### src/rtl/gated_pwm_ctrl.sv
module gated_pwm_ctrl #(
  parameter int NCH     = 3,
  parameter int RAMP_W  = 10,
  parameter int LO_TH   = 168,
  parameter int HI_TH   = 378,
  parameter int UP_STEP = 1,
  parameter int DN_STEP = 6,
  parameter int OC_STEP = 2
) (
  input  logic           clk,
  input  logic           rst,
  input  logic [NCH-1:0] below_tgt,
  input  logic           over_cur,
  output logic [NCH-1:0] drive_en,
  output logic           ramp_rising
);
  localparam int SUM_W = RAMP_W + 1;

  logic [NCH-1:0] fb_m, fb_s;
  logic           oc_m, oc_s;
  logic [RAMP_W-1:0] cnt, cnt_nx;
  logic           rising_nx;
  logic [SUM_W-1:0] up_sum;

  always_ff @(posedge clk) begin
    if (rst) begin
      fb_m <= '0; fb_s <= '0; oc_m <= 1'b0; oc_s <= 1'b0;
    end else begin
      fb_m <= below_tgt; fb_s <= fb_m;
      oc_m <= over_cur;  oc_s <= oc_m;
    end
  end

  assign up_sum = {1'b0, cnt} + SUM_W'(UP_STEP) + (oc_s ? SUM_W'(OC_STEP) : '0);

  always_comb begin
    cnt_nx    = cnt;
    rising_nx = ramp_rising;
    if (ramp_rising) begin
      if (up_sum >= SUM_W'(HI_TH)) begin
        cnt_nx    = RAMP_W'(HI_TH);
        rising_nx = 1'b0;
      end else begin
        cnt_nx = up_sum[RAMP_W-1:0];
      end
    end else begin
      if ({1'b0, cnt} <= SUM_W'(LO_TH + DN_STEP)) begin
        cnt_nx    = RAMP_W'(LO_TH);
        rising_nx = 1'b1;
      end else begin
        cnt_nx = cnt - RAMP_W'(DN_STEP);
      end
    end
  end

  always_ff @(posedge clk) begin
    if (rst) begin
      cnt         <= RAMP_W'(LO_TH);
      ramp_rising <= 1'b1;
      drive_en    <= '0;
    end else begin
      cnt         <= cnt_nx;
      ramp_rising <= rising_nx;
      drive_en    <= rising_nx ? (drive_en | fb_s) : '0;
    end
  end


  ramp_in_window_chk: assert property (@(posedge clk) disable iff (rst)
    (cnt >= RAMP_W'(LO_TH)) && (cnt <= RAMP_W'(HI_TH)));


  fall_descends_chk: assert property (@(posedge clk) disable iff (rst)
    (!ramp_rising && !$past(ramp_rising)) |-> (cnt < $past(cnt)));


  off_in_fall_chk: assert property (@(posedge clk) disable iff (rst)
    !ramp_rising |-> (drive_en == '0));


  hold_in_rise_chk: assert property (@(posedge clk) disable iff (rst)
    (ramp_rising && $past(ramp_rising)) |-> ((drive_en & $past(drive_en)) == $past(drive_en)));

  genvar g;
  generate
    for (g = 0; g < NCH; g++) begin : g_chan

      set_needs_fb_chk: assert property (@(posedge clk) disable iff (rst)
        $rose(drive_en[g]) |-> $past(fb_s[g]));
    end
  endgenerate
endmodule

### config.mk
export PLATFORM = sky130hd
export DESIGN_NAME = gated_pwm_ctrl
export DESIGN_NICKNAME = d
export VERILOG_FILES = /design/src/rtl/gated_pwm_ctrl.sv
export SDC_FILE = /design/constraint.sdc
export NUM_CORES = 1
export LEC_CHECK = 0
export BUFFER_PORTS_ARGS = -buffer_cell sky130_fd_sc_hd__buf_2
export CORE_MARGIN = 2
export CORE_UTILIZATION = 50
export DETAILED_ROUTE_END_ITERATION = 8
export HOLD_SLACK_MARGIN = 0.06
export PLACE_DENSITY = 0.68
export SETUP_SLACK_MARGIN = 0.1
export SLEW_MARGIN = 10
export SYNTH_ARGS = -nofsm -noshare
export SYNTH_HDL_FRONTEND = slang
export SYNTH_SLANG_ARGS = --single-unit
### constraint.sdc
create_clock -name clk -period 2.4 [get_ports clk]
set_input_delay 0.12 -clock clk [delete_from_list [all_inputs] [get_ports clk]]
set_output_delay 0.12 -clock clk [all_outputs]
set_load 0.02 [all_outputs]
==> metrics.txt <==
Power Density a little over 500 mW/mm²; via count 1,036; CTS Root Cell clkbuf_4; Sum Neg Setup Slack 0 ns; Final Hold Viols 0; worst r2r src cnt[1]; CP startpoint kind flip-flop; die height between 50 and 60 µm; largest net degree at the start of global routing 20; final setup fails 0; Logic pwr share around 18%; Via density around 5.7; Synth top area share between 30 and 40%; RSZ-0062 raised after global routing false; htree depth 1; DP Wirelength between 1.5 and 2 mm; TritonCTS buffer count 3; P_sw between 150 and 200 µW; register bit count reported by yosys 22; placed cells roughly 170; worst path arrival time approximately 2.4 ns; gate count of the mapped netlist around 140; IO Count 10; Clk network pwr share 23.0%; max-slew violation count 0; first-pass GRT wire length between 4 and 5 mm; Crit. End Element flip-flop; final WL 2.43 mm; Pint a little over 500 µW; fin crit period 2.13 ns; initial antenna violation count 0; max cap viols 0; CTS Sinks 22; Worst EP required around 2.6 ns; GRT busiest layer met2; CTS Buffer Depth 2; Top FF cell, synth dfxtp_1; met3 global-route usage 1.67%; synthesized area per cell 8.74 µm²; final core occ about three fifths; top cells by area, synth dfxtp_1 36%, nor2b_1 4.6%, nor2_1 4.3%, xor2_1 4.3%, nor3_1 3.2%; share of cells above drive strength 1 between 15 and 20%; crit path from cnt[1]; cell taking the most area after synthesis dfxtp_1; Flop pwr share about three fifths; # port buffers 9; status finished, final reports clean; Peak Freq ~0.47 GHz; TritonRoute pass-1 iters 4; post-DR wirelength/cell approximately 13 µm; grt total ovfl 0; Min-Delay Path Class input pin to flip-flop; number of DRC markers in iteration 0 29; Slew @ Worst Pin around 0.46 ns; GP Congestion around 0.95; GRT Total Usage between 20% and 30%; worst setup margin ~0.27 ns; Max-slew headroom 69.5%; Post-Syn Nets ~150; Fillers about 200; core area ~0.0023 mm²; switch share a little over a quarter; die footprint around 0.0029 mm²; Tcrit/Tclk final 88.6%; cell area after synthesis 0.00123 mm²; # nets final 165; synthesis warning total 0; Starting Density a little over half; Final ANT Viol Nets 0; Syn-to-layout area delta 10.8%; GR Util met2 about 34%; register area share after synthesis 35.7%; Yosys cell types between 40 and 50; number of global-route vias before repair between 900 and 1,000; pre-CTS WS 0.199 ns; clock-pin slew on the worst setup and hold paths between 0.1 and 0.15 ns; Rows 17; number of enable flip-flop cells after synthesis 0; clk_lat worst skew between 0.3 and 0.4 ns; Residual DRC 0; antenna diode instance count 0; Hold Startpoint rst; Die X 53.6 µm; post-route non-filler standard cell count 181; Worst VDD drop ~0.38 mV; worst-path fanout max 9; met1 Usage GRT about a quarter; Leak Pwr 0.000559 µW; Setup CP Type flip-flop to flip-flop; most frequent cells in the layout 21 x dfxtp_1, 14 x nor2_1, 9 x nand2_1, 9 x nor2b_1, 9 x buf_2; FFs w/ async S/R, synth 0%; commonest non-fill, non-tap cell in the layout dfxtp_1; CTS tree yes; Setup Skew 0.0124 ns
[sequential cells by signal, summed over array words and instances (netlist names)]
name and flops:
fb_s 3, oc_s 1, oc_m 1, drive_en 3, fb_m 3, cnt 10
ramp_rising 1
[through the flow]
stage                     hold slack, ns  power [µW]  cell area [µm²]
after floorplan                    0.248         512             1230
after global placement             0.331         534             1290
after detailed placement           0.334         538             1290
after CTS                          0.188         701             1350
after global routing               0.205         736             1370
final                              0.182         698             1370
[power by group through the flow]
stage	combinational (µW)	sequential (µW)	clock [µW]
global route	140	417	179
floorplan	99.6	412	0
global placement	116	418	0
finish	124	413	160
CTS	124	412	165
detailed placement	118	420	0
[cell usage after synthesis (all sizes together) (3+ instances only)]
master,count
mux2i,3
ha,3
nor2,14
nor3,9
nand2,9
nor2b,9
nor3b,3
inv,4
dfxtp,22
nand2b,6
xnor2,3
a21oi,9
clkbuf,3
buf,6
nand3,5
xor2,6
[kinds of logic after synthesis]
| family | after synthesis | synth area share, % |
|---|---|---|
| xor+xnor | 9 | 6.40 |
| flops | 22 | 35.7 |
| compound gates | 26 | 16.3 |
| buf+inv | 13 | 5.68 |
| mux | 4 | 3.65 |
| simple gates | 63 | 27.5 |
| fa+ha+maj | 4 | 4.67 |
[final cells by class]
type                       count  area, µm²  area share (%)
multi-input combinational    106        728            53.3
timing repair buffer          18        123            8.98
sequential                    22        442            32.4
inverter                       4       15.0            1.10
clock buffer                   3       22.5            1.65
tap                           28       35.0            2.57
[final timing paths]
check,endpoint,slack (ns),cells past startpoint
hold / removal,cnt[8],0.18,2
setup / recovery,cnt[0],0.27,7
setup reg to reg,cnt[0],0.27,7
hold reg to reg,fb_s[0],0.45,1
[metal layers]
layer / vias to the layer above / wire length, µm
li1: 521 / -
met1: 488 / 1130
met2: 23 / 1180
met3: 4 / 85
met4: 0 / 31
met5: - / 0
[worst max-delay path: stages (launching register included)]
cell	delay, ns
dfxtp_2	0.41
fa_2	0.29
nand3_1	0.16
nor3_1	0.26
mux2i_2	0.37
a21oi_4	0.10
or2_2	0.33
mux2i_1	0.12
[timing repair]
item,CTS,global route
setup buffers,0,1
hold buffers,4,0
resized for setup,0,3
setup endpoints to repair,0,9
hold endpoints to repair,4,0
No activity file was read; power rests on OpenSTA's default activity.
